**config.mk**
```make
export PLATFORM = sky130hd
export DESIGN_NAME = fns_sequencer
export DESIGN_NICKNAME = d
export VERILOG_FILES = /design/src/rtl/fns_pkg.sv /design/src/rtl/fns_cfg.sv /design/src/rtl/fns_phase_acc.sv /design/src/rtl/fns_ratio_reg.sv /design/src/rtl/fns_sequencer.sv
export SDC_FILE = /design/constraint.sdc
export NUM_CORES = 1
export LEC_CHECK = 0
export BUFFER_PORTS_ARGS = -buffer_cell sky130_fd_sc_hd__buf_2
export CAP_MARGIN = 20
export CORE_ASPECT_RATIO = 1.4
export CORE_MARGIN = 3
export CORE_UTILIZATION = 51
export CTS_CLUSTER_DIAMETER = 60
export CTS_CLUSTER_SIZE = 16
export DETAILED_ROUTE_END_ITERATION = 8
export GPL_ROUTABILITY_DRIVEN = 0
export PLACE_DENSITY_LB_ADDON = 0.1
export SYNTH_ARGS = -nofsm -noshare
export SYNTH_HDL_FRONTEND = slang
export SYNTH_SLANG_ARGS = --single-unit
```
**constraint.sdc**
```tcl
create_clock -name clk -period 4.34 [get_ports clk]
set_input_delay 0.217 -clock clk [delete_from_list [all_inputs] [get_ports clk]]
set_output_delay 0.217 -clock clk [all_outputs]
set_load 0.02 [all_outputs]
```
**src/rtl/fns_pkg.sv**
```systemverilog
package fns_pkg;
  localparam int DEF_INT_W  = 16;
  localparam int DEF_FRAC_W = 24;

  typedef enum logic {
    STEP_BASE  = 1'b0,
    STEP_PLUS1 = 1'b1
  } step_kind_e;
endpackage

```
**src/rtl/fns_cfg.sv**
```systemverilog
module fns_cfg #(
  parameter int INT_W  = 16,
  parameter int FRAC_W = 24,
  localparam int MOD_W = FRAC_W + 1
) (
  input  logic              clk,
  input  logic              rst_n,
  input  logic              load,
  input  logic [INT_W-1:0]  n_in,
  input  logic [FRAC_W-1:0] k_in,
  input  logic [MOD_W-1:0]  f_in,
  output logic [INT_W-1:0]  n_q,
  output logic [FRAC_W-1:0] k_q,
  output logic [MOD_W-1:0]  f_q,
  output logic              err_q
);
  localparam logic [MOD_W-1:0] MAX_MOD = {1'b1, {FRAC_W{1'b0}}};

  logic bad_cfg;
  always_comb begin
    bad_cfg = 1'b0;
    if (f_in == '0) bad_cfg = 1'b1;
    if (f_in > MAX_MOD) bad_cfg = 1'b1;
    if ({1'b0, k_in} >= f_in) bad_cfg = 1'b1;
  end

  always_ff @(posedge clk or negedge rst_n) begin
    if (!rst_n) begin
      n_q   <= '0;
      k_q   <= '0;
      f_q   <= MOD_W'(1);
      err_q <= 1'b0;
    end else if (load) begin
      n_q   <= n_in;
      k_q   <= k_in;
      f_q   <= f_in;
      err_q <= bad_cfg;
    end
  end

  // an invalid modulus is always flagged after its load
  p_zero_mod_flag_r6: assert property (@(posedge clk) disable iff (!rst_n)
    load && (f_in == '0) |=> err_q);
endmodule

```
**src/rtl/fns_phase_acc.sv**
```systemverilog
module fns_phase_acc #(
  parameter int FRAC_W = 24,
  localparam int MOD_W = FRAC_W + 1
) (
  input  logic              clk,
  input  logic              rst_n,
  input  logic              clr,
  input  logic              step,
  input  logic [FRAC_W-1:0] k,
  input  logic [MOD_W-1:0]  f,
  output logic              wrap
);
  logic [FRAC_W-1:0] acc_q;
  logic [MOD_W-1:0]  sum;
  logic [MOD_W-1:0]  nxt;

  always_comb begin
    sum  = {1'b0, acc_q} + {1'b0, k};
    wrap = (sum >= f);
    nxt  = wrap ? (sum - f) : sum;
  end

  always_ff @(posedge clk or negedge rst_n) begin
    if (!rst_n)    acc_q <= '0;
    else if (clr)  acc_q <= '0;
    else if (step) acc_q <= nxt[FRAC_W-1:0];
  end

  // the phase stays inside the modulus
  p_acc_in_range_r11: assert property (@(posedge clk) disable iff (!rst_n)
    (f != '0) |-> ({1'b0, acc_q} < f));

  // a zero numerator never produces a wrap while the phase is in range
  p_int_no_wrap_r5: assert property (@(posedge clk) disable iff (!rst_n)
    (k == '0) && (f != '0) |-> !wrap);
endmodule

```
**src/rtl/fns_ratio_reg.sv**
```systemverilog
module fns_ratio_reg #(
  parameter int INT_W = 16
) (
  input  logic             clk,
  input  logic             rst_n,
  input  logic             tick,
  input  logic             plus1,
  input  logic [INT_W-1:0] n,
  output logic [INT_W:0]   ratio,
  output logic             ovf
);
  import fns_pkg::*;

  step_kind_e kind;
  assign kind = plus1 ? STEP_PLUS1 : STEP_BASE;

  always_ff @(posedge clk or negedge rst_n) begin
    if (!rst_n) begin
      ratio <= '0;
      ovf   <= 1'b0;
    end else if (tick) begin
      ratio <= {1'b0, n} + ((kind == STEP_PLUS1) ? (INT_W+1)'(1) : '0);
      ovf   <= (kind == STEP_PLUS1);
    end
  end

  // the outputs hold when there is no strobe
  p_hold_r8: assert property (@(posedge clk) disable iff (!rst_n)
    !tick |=> $stable(ratio) && $stable(ovf));
endmodule

```
**src/rtl/fns_sequencer.sv**
```systemverilog
module fns_sequencer #(
  parameter int INT_W  = fns_pkg::DEF_INT_W,
  parameter int FRAC_W = fns_pkg::DEF_FRAC_W,
  localparam int MOD_W = FRAC_W + 1
) (
  input  logic              clk,
  input  logic              rst_n,
  input  logic              ref_tick,
  input  logic              cfg_load,
  input  logic [INT_W-1:0]  cfg_int,
  input  logic [FRAC_W-1:0] cfg_num,
  input  logic [MOD_W-1:0]  cfg_mod,
  output logic [INT_W:0]    ratio_out,
  output logic              ovf_out,
  output logic              cfg_err
);
  logic [INT_W-1:0]  n_q;
  logic [FRAC_W-1:0] k_q;
  logic [MOD_W-1:0]  f_q;
  logic              wrap;
  logic              tick_eff;
  logic              acc_step;

  assign tick_eff = ref_tick & ~cfg_load;
  assign acc_step = tick_eff & ~cfg_err;

  fns_cfg #(.INT_W(INT_W), .FRAC_W(FRAC_W)) u_cfg (
    .clk(clk), .rst_n(rst_n), .load(cfg_load),
    .n_in(cfg_int), .k_in(cfg_num), .f_in(cfg_mod),
    .n_q(n_q), .k_q(k_q), .f_q(f_q), .err_q(cfg_err)
  );

  fns_phase_acc #(.FRAC_W(FRAC_W)) u_acc (
    .clk(clk), .rst_n(rst_n), .clr(cfg_load), .step(acc_step),
    .k(k_q), .f(f_q), .wrap(wrap)
  );

  fns_ratio_reg #(.INT_W(INT_W)) u_out (
    .clk(clk), .rst_n(rst_n), .tick(tick_eff),
    .plus1(wrap & ~cfg_err), .n(n_q),
    .ratio(ratio_out), .ovf(ovf_out)
  );

  // the ratio after a strobe is the base plus the overflow bit
  p_ratio_matches_ovf_r2: assert property (@(posedge clk) disable iff (!rst_n)
    ref_tick && !cfg_load |=> ratio_out == ({1'b0, n_q} + (INT_W+1)'(ovf_out)));

  // an erroneous configuration never overflows
  p_err_quiet_r6: assert property (@(posedge clk) disable iff (!rst_n)
    cfg_err && ref_tick && !cfg_load |=> !ovf_out);

  // a load in the same cycle as a strobe leaves the outputs unchanged
  p_load_wins_r10: assert property (@(posedge clk) disable iff (!rst_n)
    cfg_load |=> $stable(ratio_out) && $stable(ovf_out));
endmodule

```
# Yosys cells after proc, flatten, opt, wreduce, memory -nomap -nowiden

Cells that the tools add are included.

Input bits: 69
Logic and storage cells: 28
Register bits after elaboration: 108

Order comparisons: 3
Bitwise operators: 5
Add/sub/neg operators: 3
Multiplexer cells: 8
Reduce and logical (&&, ||, !) cells: 2

Operators with widths:

| kind                                                           | number |
|---|---|
| 24-bit two-way mux                                             | 3 |
| 24-bit by 24-bit adder with 25-bit output                      | 1 |
| 24-bit by 25-bit greater-or-equal comparator with 1-bit output | 1 |
| 25-bit greater-or-equal comparator                             | 1 |
| 25-bit > comparator, second input constant                     | 1 |
| 25-bit logical NOT                                             | 1 |
| 24-bit subtractor                                              | 1 |
| 16-bit by 17-bit adder with 17-bit output                      | 1 |
| 1-bit two-way mux                                              | 5 |
| 1-bit AND                                                      | 3 |
| 1-bit inverter                                                 | 2 |
| 2-bit nonzero test                                             | 1 |

# Logic depth before layout (Yosys ltp)

Gate-level depths: netlist of run 1.

Word-level depth: 6
Gate-level depth with buffers: 28

# Hierarchy

From an unflattened synthesis of run 1, not the netlist that was laid out.

Cells, all modules: 801
Area, all modules: 7,701.1 um2

By module, submodules not included:

| module        | cells each | area each (um2) | instances |
|---|---|---|---|
| fns_phase_acc | 464        | 3,617.2         | 1 |
| fns_cfg       | 236        | 3,109.2         | 1 |
| fns_ratio_reg | 98         | 949.7           | 1 |
| fns_sequencer | 3          | 25.0            | 1 |

# Worst setup path after synthesis of run 1

Ideal clock, no wire load.

Path kind: reg-to-reg
From: register u_cfg.k_q[0]
To: register u_out.ratio[14]
Cell stages (with the launch flop): 29
Data arrival time: 4,674 ps
Library setup time: 83 ps
Slack: -416 ps
Data required time: 4,257 ps
Path through: dfrtp_1 -> ha_1 -> inv_1 -> fa_1 -> nor2b_1 -> o31a_1 -> o21ai_2 -> a21oi_2 -> o41ai_4 -> o31ai_1 -> xor2_1 -> ha_1 -> buf_2 -> nand4_1 -> nor4_1 -> and3_1 -> o21ai_0 -> a211oi_1 -> a211o_1 -> buf_6 -> inv_1 -> nor2_1 -> ha_1 -> nand2_1 -> nor2_1 -> and4_1 -> nand3_1 -> xor2_1 -> o21ai_0

Longest elaborated chain between the ends: 6

RTL lines:

| what                                      | line                | text |
|---|---|---|
| start: declaration                        | fns_cfg.sv:13       | `output logic [FRAC_W-1:0] k_q,` |
| start signal: assignment                  | fns_cfg.sv:35       | `k_q <= k_in;` |
| 24-bit by 24-bit adder with 25-bit output | fns_phase_acc.sv:18 | `sum = {1'b0, acc_q} + {1'b0, k};` |
| 25-bit greater-or-equal comparator        | fns_phase_acc.sv:19 | `wrap = (sum >= f);` |
| 1-bit AND                                 | fns_sequencer.sv:40 | `.plus1(wrap & ~cfg_err), .n(n_q),` |
| 1-bit two-way mux                         | fns_ratio_reg.sv:15 | `assign kind = plus1 ? STEP_PLUS1 : STEP_BASE;` |
| net u_out.kind                            | fns_ratio_reg.sv:14 | `step_kind_e kind;` |
| 1-bit two-way mux                         | fns_ratio_reg.sv:22 | `ratio <= {1'b0, n} + ((kind == STEP_PLUS1) ? (INT_W+1)'(1) : '0);` |
| 16-bit by 17-bit adder with 17-bit output | fns_ratio_reg.sv:22 |  |
| end signal: assignment                    | fns_ratio_reg.sv:22 |  |
| end: declaration                          | fns_ratio_reg.sv:9  | `output logic [INT_W:0] ratio,` |

The timed path passes the listed nets, and every way through them passes these cells.
A chain may end at the register's enable or synchronous reset.

# Final worst setup path of run 1

From: register u_cfg.k_q[2]
To: register u_out.ratio[14]

Same word-level chain as after synthesis.

==> results of run 1 <==
cells in the final DEF (no fill, tap or decap), drive strengths merged, types with 17 or more instances in the layout:
master and count:
buf 197, nand2 111, dfrtp 107, o21ai 95, ha 75, inv 66, a21oi 56, mux2 39
nor2 39, nand3 36, xnor2 33, xor2 21, a21o 17
through the flow:
step	utilization [%]	setup TNS, ps	hold slack [ps]
floorplan	-	-1790	-78.6
global placement	61.6	-7770	380
detailed placement	61.6	-14030	399
CTS	64.8	-4740	63.5
global route	68.3	-14270	77.3
finish	68.3	-5060	69.9
synthesized netlist by cell type (7+ instances only):
master / n
a21o_1: 16
a21oi_1: 53
a31oi_1: 9
clkbuf_1: 28
dfrtp_1: 107
ha_1: 75
inv_1: 62
mux2_2: 39
nand2_1: 111
nand3_1: 36
nand4_1: 13
nor2_1: 39
nor2b_1: 9
nor4_1: 7
o21a_1: 7
o21ai_0: 81
o21ai_1: 11
o31ai_1: 7
xnor2_1: 33
xor2_1: 21
path summary, 6_finish.rpt:
path / start / to / slack [ps] / depth (start not counted)
max: u_cfg.k_q[2] / u_out.ratio[14] / -350 / 24
min: cfg_int[12] / u_cfg.n_q[12] / 70 / 3
max reg2reg: u_cfg.k_q[2] / u_out.ratio[14] / -350 / 24
min reg2reg: u_out.ratio[5] / u_out.ratio[5] / 480 / 2
max in group asynchronous: rst_n / u_cfg.f_q[0] / 2770 / 3
min in group asynchronous: rst_n / u_cfg.n_q[4] / 520 / 2
power by group through the flow:
stage | sequential [W] | combinational (W) | clock, W
after CTS | 0.00120 | 0.00231 | 0.000860
after global placement | 0.00121 | 0.00218 | 0
after detailed placement | 0.00122 | 0.00222 | 0
after floorplan | 0.00123 | 0.00146 | 0
final | 0.00120 | 0.00279 | 0.000846
after global routing | 0.00122 | 0.00301 | 0.000894
state kept, by name (all words and copies together), names as in the netlist:
signal / cells
u_cfg.f_q: 25
u_acc.acc_q: 24
u_cfg.k_q: 24
u_out.ratio: 17
u_cfg.n_q: 16
u_cfg.err_q: 1
u_out.ovf: 1
cell families (layout without fill, tap and decap cells):
family / Yosys count / in the layout / share of synthesized area, %
xor+xnor: 54 / 54 / 6.29
mux: 43 / 43 / 6.37
fa+ha+maj: 77 / 77 / 13.0
buf+inv: 96 / 279 / 5.14
simple gates: 239 / 239 / 14.5
flops: 108 / 108 / 36.0
compound gates: 227 / 227 / 18.7
final cells by class:
class                           instances  area [µm²]  share of cell area [%]
Multi-Input combinational cell        640        4820                    49.8
Timing Repair Buffer                  201        1380                    14.3
Clock buffer                           10         239                    2.47
Clock inverter                          6        61.3                   0.634
Sequential cell                       108        2700                    27.9
Inverter                               62         238                    2.46
Tap cell                              185         231                    2.39
worst max-delay path: cells and delay by family, from the launching register on:
family	cells	cell delay, ps
xor+xnor	2	320
buf+inv	4	500
compound gates	10	1880
fa+ha+maj	3	870
flops	1	390
simple gates	5	610
routing by layer:
| layer | wire length (µm) | track usage (%) | vias up | share of wire [%] |
|---|---|---|---|---|
| met2 | 11300 | 48.1 | 240 | 51 |
| li1 | - | - | 3343 | - |
| met1 | 8670 | 30.5 | 3449 | 39 |
| met4 | 1150 | 12.6 | 0 | 5.2 |
| met3 | 1160 | 4.01 | 70 | 5.2 |
| met5 | 0 | 0 | - | 0 |
repair_timing:
action                                  in CTS  in global routing
pin swaps                                   27                 25
hold endpoints to repair                     2                  0
resized for setup                           21                 74
endpoints found under the setup margin      42                 42
gates cloned                                 0                  4
hold buffers                                 1                  0
setup buffers                                8                 17
==> metrics.md, run 1 <==
| Metric | Value |
|---|---|
| Status | finished, violations left |
| Synthesized Nets | 990 |
| Via Count | 7102 |
| CTS sink cnt | 108 |
| Reg clk slew, reported paths | 80 ps |
| Initial Util | 53.1% |
| Worst slack, placed | -684 ps |
| Max-cap violation count | 0 |
| Clock root buffer | clkbuf_16 |
| Vias per cell | 5.86 |
| Tcrit/Tclk final | 108% |
| Placed Area | 8720 µm² |
| Grt total ovfl | 0 |
| Hold/Removal Path Class | in2reg |
| Pwr Density | 500 nW/µm² |
| # diodes | 0 |
| Clock latency on the worst-skew pair | 360 ps |
| Sw Pwr | 0.00199 W |
| Cell taking the most area after synthesis | dfrtp_1 |
| TritonCTS Buffers | 9 |
| Final worst path period need | 4690 ps |
| P&R area growth vs syn | 28.7% |
| Setup crit end kind | register |
| PortBufs | 87 |
| Asr flop ratio synth | 100% |
| Switch share | 41.1% |
| Final std cells w/o fill | 1212 |
| Pleak | 4.68 nW |
| Syn_area_per_cell | 8.91 µm² |
| Yosys warnings | 0 |
| Final Cell Area | 9670 µm² |
| Synthesized flop and latch total | 108 |
| CP Class | reg2reg |
| Data required, critical path | 4580 ps |
| Worst endpoint data arrival time | 4940 ps |
| Die Width | 109 µm |
| Initial antenna violation count | 0 |
| Post-route ant nets | 0 |
| Worst path cell trace | ha_1, buf_4, o211ai_1, o21ai_2, o2111ai_2, o21ai_2, a221oi_4, buf_4, buf_4, o31ai_1, xor2_1, ha_1, o21ai_1, a211oi_1, a211o_1, clkinv_4, nor2_4, ha_4, nand2_4, nor2_4, and4_4, nand3_2, xor2_1, o21ai_1 |
| Initial DRC count | 343 |
| Unique masters post-synth | 58 |
| Gr usage total | 26.7% |
| Post-synth EDFFs | 0 |
| Final #Nets | 1168 |
| Worst Tran Pin Value | 1010 ps |
| Vias in the first global route | 7050 |
| RSZ-0062 raised after global routing | yes |
| Int Power | 0.00285 W |
| I/O Pins | 88 |
| FMAX | 213 MHz |
| WL/cell | 18.4 µm |
| Critical Path Max Stage Delay | 390 ps |
| Share of layout cells above drive strength 1 | 32.3% |
| Syn Inst Count | 844 |
| Power share of the sequential group | 24.9% |
| First-pass GRT wire length | 33900 µm |
| Most common cell on crit path | buf_4 |
| Pre-Repair DR Iteration Count | 6 |
| Slew Viols, Final | 0 |
| Top-area cell type share of the netlist area | 35.6% |
| Clk_skew | 12.7 ps |
| Fin worst setup slack | -353 ps |
| Headroom to the max-slew limit | 32.4% |
| Final hold vios | 0 |
| Largest net degree at the start of global routing | 96 |
| # setup viols final | 40 |
| CP startpoint kind | register |
| Clock power frac | 17.5% |
| CP Max Fanout | 4 |
| Rows | 51 |
| CTS tree | built |
| Layout fillers | 1155 |
| Total power | 0.00483 W |
| Failing checks | negative setup slack |
| Synthesized cell area | 7520 µm² |
| Placed cells | 1168 |
| Main synth FF type | dfrtp_1 |
| Deepest clock path buffer count | 2 |
| Core area | 14200 µm² |
| Seq/Total Area, Yosys | 36.0% |
| Full die area | 16300 µm² |
| DRC | 0 |
| H-Tree Depth | 3 |
| HPWL after DPL | 16200 µm |
| Slowest CP cell | dfrtp_1 |
| VDD IR max | 0.274 mV |
| Routed WL | 22300 µm |
| Power share of the combinational group | 57.6% |
| Vert. Die Dim | 150 µm |
| Synth top area cells | dfrtp_1 36%, ha_1 12%, mux2_2 5.8% |
Note: power is estimated with default switching activity, not from simulation.
==> inputs of run 2 (changes only) <==
Settings changed: ABC_AREA set to 1, PLACE_DENSITY set to 0.73, PLACE_DENSITY_LB_ADDON 0.1 to not set.
==> run 2 against run 1 <==
Against the previous run:
- the run ends with negative hold slack left
- total power is 8.8% lower
- global-route usage is 0.31 points lower
- maximum frequency is 9.8% higher
- core utilization is 4.3 points lower
- clock power is 13% higher
- non-clock buffer count is 73 lower
- flip-flop and latch count stayed put
- register-to-register slack better by 420 ps
- first-iteration DRC count is 89% higher
- critical path type unchanged
- largest cell class unchanged
==> metrics.md, run 2 <==
| Metric | Value |
|---|---|
| Compound-cell area share of the yosys netlist | 5.64% (was 18.7%) |
| # setup viols final | 0 (was 40) |
| Min Hold Slack | -51.5 ps (was 69.9 ps) |
| Layout fillers | 1563 (was 1155) |
| Final std cells w/o fill | 1767 (was 1212) |
| Syn_area_per_cell | 6.30 µm² (was 8.91 µm²) |
| XOR/XNOR share of the synthesized area | 2.65% (was 6.29%) |
| TritonCTS Buffers | 9 (unchanged) |
| DRC | 0 (unchanged) |
| Final Cell Area | 10900 µm² (was 9670 µm²) |
| Tcrit/Tclk final | 98.5% (was 108%) |
| Initial Util | 52.6% (was 53.1%) |
| Worst Tran Pin Value | 1060 ps (was 1010 ps) |
| Top flop regs | u_cfg.f_q (25), u_acc.acc_q (24), u_cfg.k_q (24) (unchanged) |
| Main synth FF type | dfrtp_1 (unchanged) |
| GR met1 Demand/Resource | 32.1% (was 30.5%) |
| Post-route ant nets | 0 (unchanged) |
| Initial DRC count | 648 (was 343) |
| Final worst path period need | 4270 ps (was 4690 ps) |
| # diodes | 0 (unchanged) |
| Seq/Total Area, Yosys | 30.3% (was 36.0%) |
| Flop-to-flop setup slack | 70 ps (was -350 ps) |
| Pwr Density | 406 nW/µm² (was 500 nW/µm²) |
| Vert. Die Dim | 162 µm (was 150 µm) |
| PortBufs | 87 (unchanged) |
| Synth top area cells | dfrtp_1 30%, nand2_1 25%, ha_1 11% (was dfrtp_1 36%, ha_1 12%, mux2_2 5.8%) |
| CTS tree | built (unchanged) |
| Critical Path Max Stage Delay | 420 ps (was 390 ps) |
| Full die area | 19100 µm² (was 16300 µm²) |
| Post-synth EDFFs | 0 (unchanged) |
| Grt met2 use | 46.8% (was 48.1%) |
| Final hold vios | 28 (was 0) |
| Largest net degree at the start of global routing | 71 (was 96) |
| Reg clk slew, reported paths | 70 ps (was 80 ps) |
| Worst r2r src | u_acc.acc_q[2] (was u_cfg.k_q[2]) |
| Vias per cell | 5.16 (was 5.86) |
| Total power | 0.00441 W (was 0.00483 W) |
| Syn Inst Count | 1416 (was 844) |
| Deepest clock path buffer count | 2 (unchanged) |
| WL/cell | 14.9 µm (was 18.4 µm) |
| Worst endpoint data arrival time | 4570 ps (was 4940 ps) |
| Headroom to the max-slew limit | 28.7% (was 32.4%) |
| Post-synthesis simple-gate area fraction | 38.4% (was 14.5%) |
| Largest family of logic cells by synthesized area | simple AND/OR/NAND/NOR gates (was compound AO/OA/AOI/OAI gates) |
| Failing checks | negative hold slack (was negative setup slack) |
| Post-synth top cells | 595 x nand2_1, 242 x inv_1, 107 x dfrtp_1, 86 x nor2_1, 77 x nand3_1 (was 111 x nand2_1, 107 x dfrtp_1, 81 x o21ai_0, 75 x ha_1, 62 x inv_1) |
| First-pass GRT wire length | 40600 µm (was 33900 µm) |
| Clock root buffer | clkbuf_16 (unchanged) |
| GR peak layer | met2 (unchanged) |
| Critical path origin | u_acc.acc_q[2] (was u_cfg.k_q[2]) |
| Status | finished, violations left (unchanged) |
| Placed cells | 1732 (was 1168) |
| Met3 usage | 2.95% (was 4.01%) |
| Slowest CP cell | dfrtp_1 (unchanged) |
| Via Count | 9109 (was 7102) |
| Slew Viols, Final | 0 (unchanged) |
| Die Width | 118 µm (was 109 µm) |
| Grt total ovfl | 0 (unchanged) |
| Mux share of post-synthesis cell area | 0% (was 6.37%) |
| Most flops, register | u_cfg.f_q (unchanged) |
| Util after Layout | 64.0% (was 68.3%) |
| Top-area cell type share of the netlist area | 30.0% (was 35.6%) |
| Max reg flops | 25 (unchanged) |
| Clk_skew | 6.94 ps (was 12.7 ps) |
| H-Tree Depth | 3 (unchanged) |
| Pre-Repair DR Iteration Count | 6 (unchanged) |
| Synth Area in Adders | 11.0% (was 13.0%) |
| Placed Area | 9700 µm² (was 8720 µm²) |
| Routed WL | 26300 µm (was 22300 µm) |
| Commonest cells after routing, fill and taps aside | 573 x nand2_1, 239 x inv_1, 104 x dfrtp_1 (was 107 x buf_4, 107 x dfrtp_1, 104 x nand2_1) |
| Hold_buf cts | 0 (was 1) |
| Core area | 17000 µm² (was 14200 µm²) |
| Yosys warnings | 0 (unchanged) |
| Setup crit end kind | register (unchanged) |
| I/O Pins | 88 (unchanged) |
| CP startpoint kind | register (unchanged) |
| VDD IR max | 0.233 mV (was 0.274 mV) |
| Asr flop ratio synth | 100% (unchanged) |
| Most common cell on crit path | nand2_1 (was buf_4) |
| Cell taking the most area after synthesis | dfrtp_1 (unchanged) |
| Hold/Removal Path Class | in2async (was in2reg) |
| CP Max Fanout | 5 (was 4) |
| Pleak | 6.15 nW (was 4.68 nW) |
| Gr usage total | 26.4% (was 26.7%) |
| Initial antenna violation count | 0 (unchanged) |
| Commonest non-fill, non-tap cell in the layout | nand2_1 |
| Rows | 56 (was 51) |
| Unique masters post-synth | 37 (was 58) |
| Worst r2r path cells | 29 (was 24) |
| Vias in the first global route | 8428 (was 7050) |
| Synthesized flop and latch total | 108 (unchanged) |
| Max-cap violation count | 0 (unchanged) |
| Clock latency on the worst-skew pair | 360 ps (about the same) |
| Data required, critical path | 4640 ps (was 4580 ps) |
| Synthesized cell area | 8920 µm² (was 7520 µm²) |
| CTS sink cnt | 108 (unchanged) |
| HPWL after DPL | 20200 µm (was 16200 µm) |
| Most common cell in the netlist | nand2_1 (unchanged) |
| RR Endpoint | u_out.ratio[13] (was u_out.ratio[14]) |
| Share of layout cells above drive strength 1 | 17.9% (was 32.3%) |
| P&R area growth vs syn | 21.7% (was 28.7%) |
| FMAX | 234 MHz (was 213 MHz) |
| Synthesized Nets | 1562 (was 990) |
| CP Class | reg2reg (unchanged) |
| Final #Nets | 1676 (was 1168) |
run 2: changes by cell type after synthesis, sizes merged, moves of 16 or more:
| cell | before | now |
|---|---|---|
| a21oi | 56 | 36 |
| o21ai | 95 | 56 |
| a21o | 17 | 1 |
| xnor2 | 33 | 12 |
| nor2 | 39 | 96 |
| inv | 62 | 254 |
| mux2 | 39 | 0 |
| nand2 | 111 | 600 |
| nand3 | 36 | 80 |
run 2: per-layer routing:
layer / wire [µm] / vias to the layer above / part of all wire, %
li1: - / 4564 / -
met1: 10800 / 4176 / 41
met2: 13100 / 303 / 50
met3: 1290 / 66 / 4.9
met4: 1050 / 0 / 4.0
met5: 0 / - / 0
run 2: worst max-delay path: cells and delay by family, from the launching register on:
family        cells  cell delay (ps)
xor+xnor          2              420
fa+ha+maj         3              710
buf+inv           4              320
flops             1              420
simple gates     20             2350
run 2: cell families (layout without fill, tap and decap cells):
group,after synthesis,count (layout)
AOI/OAI and AO/OA,97,97
and+or+nand+nor,827,827
DFF,108,108
adders and majority gates,77,77
buffers and inverters,280,399
xor gates and xnor gates,27,27
run 2: worst max-delay path by stage:
| stage | to | cells past startpoint |
|---|---|---|
| global route | u_out.ratio[13] | 32 |
| global placement | u_out.ratio[16] | 29 |
| detailed placement | u_out.ratio[14] | 30 |
| floorplan | u_out.ratio[13] | 30 |
| CTS | u_out.ratio[13] | 30 |
| finish | u_out.ratio[13] | 29 |
run 2: where the power goes:
part           total [W]  leakage, nW  internal [W]  switching [W]
registers        0.00120         1.35       0.00112      0.0000877
clock network   0.000956        0.163      0.000566       0.000390
logic            0.00225         4.64      0.000849        0.00140
total            0.00441         6.15       0.00253        0.00188
run 2: final cells by class:
cell class	instances	area (µm²)	share of cell area [%]
multi-input combinational	1028	5810	53.5
clock inverter	6	111	1.03
sequential	108	2710	24.9
clock buffer	10	229	2.11
timing repair buffer	128	748	6.89
inverter	255	960	8.84
tap	232	290	2.67
run 2: per-stage QoR:
step	setup slack [ps]	hold WS [ps]	setup TNS, ps
floorplan	451	-78.6	0
global placement	56.0	389	0
detailed placement	-65.1	392	-226
CTS	16.6	3.21	0
global route	-149	37.5	-727
finish	67.1	-51.5	0
run 2: repair_timing:
| item | 4_1_cts | 5_1_grt |
|---|---|---|
| pin swaps | 0 | 28 |
| resized for setup | 3 | 113 |
| endpoints found under the setup margin | 5 | 12 |
| buffers inserted | 0 | 19 |
==> inputs of run 3 (changes only) <==
==> constraint.sdc (replaced) <==
create_clock -name clk -period 4.34 [get_ports clk]
set_input_delay 0.868 -clock clk [delete_from_list [all_inputs] [get_ports clk]]
set_output_delay 0.868 -clock clk [all_outputs]
set_load 0.02 [all_outputs]
==> run 3 against run 2 <==
Against the previous run:
- the run now ends clean
- worst hold slack improved by 520 ps
- global-route usage is 0.12 points lower
- maximum frequency rose by 3.6%
- core utilization down 1.1 points
- count of clock-buffer cells in the layout is 2 higher
- flip-flop and latch count did not move
- final area down 1.8%
- setup slack improved by 150 ps
- combinational power decreased by 4%
- cell count shrank 0.62%
- highest routed layer unchanged
==> metrics.md, run 3 (same netlist as run 2, synthesis figures left out) <==
| Metric | Value |
|---|---|
| Via Count | 8972 (was 9109) |
| Share of layout cells above drive strength 1 | 16.4% (was 17.9%) |
| Buffers & Inverters on Critical Path | 4 (unchanged) |
| Final worst path period need | 4120 ps (was 4270 ps) |
| CP startpoint kind | register (unchanged) |
| Core area | 17000 µm² (unchanged) |
| Initial antenna violation count | 0 (unchanged) |
| Final hold vios | 0 (was 28) |
| Die Width | 118 µm (unchanged) |
| DRC | 0 (unchanged) |
| Max-cap violation count | 0 (unchanged) |
| Worst endpoint data arrival time | 4420 ps (was 4570 ps) |
| Post-route ant nets | 0 (unchanged) |
| First-pass GRT wire length | 40200 µm (was 40600 µm) |
| WL/cell | 14.8 µm (was 14.9 µm) |
| Routed WL | 26000 µm (was 26300 µm) |
| Commonest non-fill, non-tap cell in the layout | nand2_1 (unchanged) |
| Slew Viols, Final | 0 (unchanged) |
| Pleak | 6.10 nW (was 6.15 nW) |
| Fin worst setup slack | 215 ps (was 67.1 ps) |
| Gr usage total | 26.2% (was 26.4%) |
| Most flops, register | u_cfg.f_q (unchanged) |
| H-Tree Depth | 3 (unchanged) |
| CP Class | reg2reg (unchanged) |
| Vert. Die Dim | 162 µm (unchanged) |
| Pre-Repair DR Iteration Count | 6 (unchanged) |
| Worst r2r path cells | 30 (was 29) |
| CTS tree | built (unchanged) |
| Placed cells | 1733 (was 1732) |
| Clock root buffer | clkbuf_16 (unchanged) |
| TritonCTS Buffers | 9 (unchanged) |
| Worst Tran Pin Value | 1040 ps (was 1060 ps) |
| VDD IR max | 0.305 mV (was 0.233 mV) |
| Most common cell on crit path | nand2_1 (unchanged) |
| CP Max Fanout | 5 (unchanged) |
| HPWL after DPL | 20400 µm (was 20200 µm) |
| Vias per cell | 5.11 (was 5.16) |
| Util after Layout | 62.9% (was 64.0%) |
| Status | finished clean (was finished, violations left) |
| Slowest CP cell | dfrtp_1 (unchanged) |
| CTS sink cnt | 108 (unchanged) |
| Hold/Removal Path Class | in2async (unchanged) |
| # setup viols final | 0 (unchanged) |
| Pwr Density | 405 nW/µm² (was 406 nW/µm²) |
| Vias in the first global route | 8511 (was 8428) |
| Worst slack, placed | -36.0 ps (was -65.1 ps) |
| Top flop regs | u_cfg.f_q (25), u_acc.acc_q (24), u_cfg.k_q (24) (unchanged) |
| Initial Util | 52.6% (unchanged) |
| Grt total ovfl | 0 (unchanged) |
| Headroom to the max-slew limit | 30.2% (was 28.7%) |
| Rows | 56 (unchanged) |
| P&R area growth vs syn | 19.6% (was 21.7%) |
| WP depth | 30 (was 29) |
| Deepest clock path buffer count | 2 (unchanged) |
| Reg clk slew, reported paths | 70 ps (about the same) |
| Critical Path Max Stage Delay | 420 ps (about the same) |
| Data required, critical path | 4640 ps (about the same) |
| Layout fillers | 1573 (was 1563) |
| Post-Route Setup TNS | 0 ps (unchanged) |
| Final std cells w/o fill | 1756 (was 1767) |
| Total power | 0.00431 W (was 0.00441 W) |
| Largest delay share family, worst path | simple AND/OR/NAND/NOR gates (unchanged) |
| PortBufs | 87 (unchanged) |
| Clock latency on the worst-skew pair | 360 ps (about the same) |
| Initial DRC count | 575 (was 648) |
| Tcrit/Tclk final | 95.0% (was 98.5%) |
| Max reg flops | 25 (unchanged) |
| Full die area | 19100 µm² (unchanged) |
| # diodes | 0 (unchanged) |
| Final #Nets | 1665 (was 1676) |
| Largest net degree at the start of global routing | 58 (was 71) |
| Setup crit end kind | register (unchanged) |
| FMAX | 242 MHz (was 234 MHz) |
| I/O Pins | 88 (unchanged) |
| Clk_skew | 12.6 ps (was 6.94 ps) |
| Commonest cells after routing, fill and taps aside | 578 x nand2_1, 241 x inv_1, 105 x dfrtp_1 (was 573 x nand2_1, 239 x inv_1, 104 x dfrtp_1) |
| Hold_buf cts | 0 (unchanged) |
-- run 3: changes by cell type in the layout (fill, tap and decap cells not counted), moves of 4 or more --
cell,previous run,this run
nand2_1,573,578
ha_4,33,27
a21oi_1,35,30
a21oi_2,1,6
nand2_2,26,22
buf_4,43,32
ha_1,38,44
-- run 3: area by class of cell --
class                      instances  area (µm²)  share of cell area (%)
clock buffer                      12         236                    2.22
clock inverter                     4        97.6                   0.915
inverter                         255         957                    8.98
multi-input combinational       1028        5710                    53.5
sequential                       108        2710                    25.4
tap                              232         290                    2.72
timing repair buffer             117         666                    6.24
-- run 3: through the flow --
step           instance area (µm²)  hold WS (ps)
2_1_floorplan                 8920           448
3_3_place_gp                  9710           459
3_5_place_dp                  9710           463
4_1_cts                      10100           480
5_1_grt                      10700           504
6_report                     10700           465
-- run 3: worst register-to-register path, delay by kind of cell (launching register included) --
kind | cells | cell delay [ps]
buf+inv | 4 | 340
xor+xnor | 1 | 180
simple gates | 22 | 2370
fa+ha+maj | 3 | 770
flops | 1 | 420
-- run 3: what timing repair did --
| action | in CTS | in global routing |
|---|---|---|
| endpoints found under the setup margin | 5 | 11 |
| pin swaps | 0 | 15 |
| resized for setup | 2 | 94 |
| buffers inserted | 0 | 7 |
-- run 3: path summary, 6_finish.rpt --
path | slack (ps) | endpoint | from
max | 220 | u_out.ratio[12] | u_cfg.k_q[10]
min | 460 | u_cfg.n_q[13] | rst_n
max reg2reg | 220 | u_out.ratio[12] | u_cfg.k_q[10]
min reg2reg | 480 | u_out.ratio[14] | u_out.ratio[14]
max in group asynchronous | 2940 | u_out.ovf | rst_n
min in group clk | 480 | u_out.ratio[14] | u_out.ratio[14]
-- run 3: layer usage --
| layer | GRT usage (%) | vias to the layer above | routed length [µm] |
|---|---|---|---|
| met3 | 3.79 | 83 | 1370 |
| met2 | 46.8 | 273 | 12700 |
| li1 | - | 4541 | - |
| met1 | 30.5 | 4075 | 10600 |
| met4 | 14.0 | 0 | 1370 |
| met5 | 0 | - | 0 |
-- run 3: power by group --
part	internal, W	total, W	switching [W]
Clock	0.000565	0.000941	0.000376
Sequential	0.00112	0.00120	0.0000840
Combinational	0.000805	0.00217	0.00137
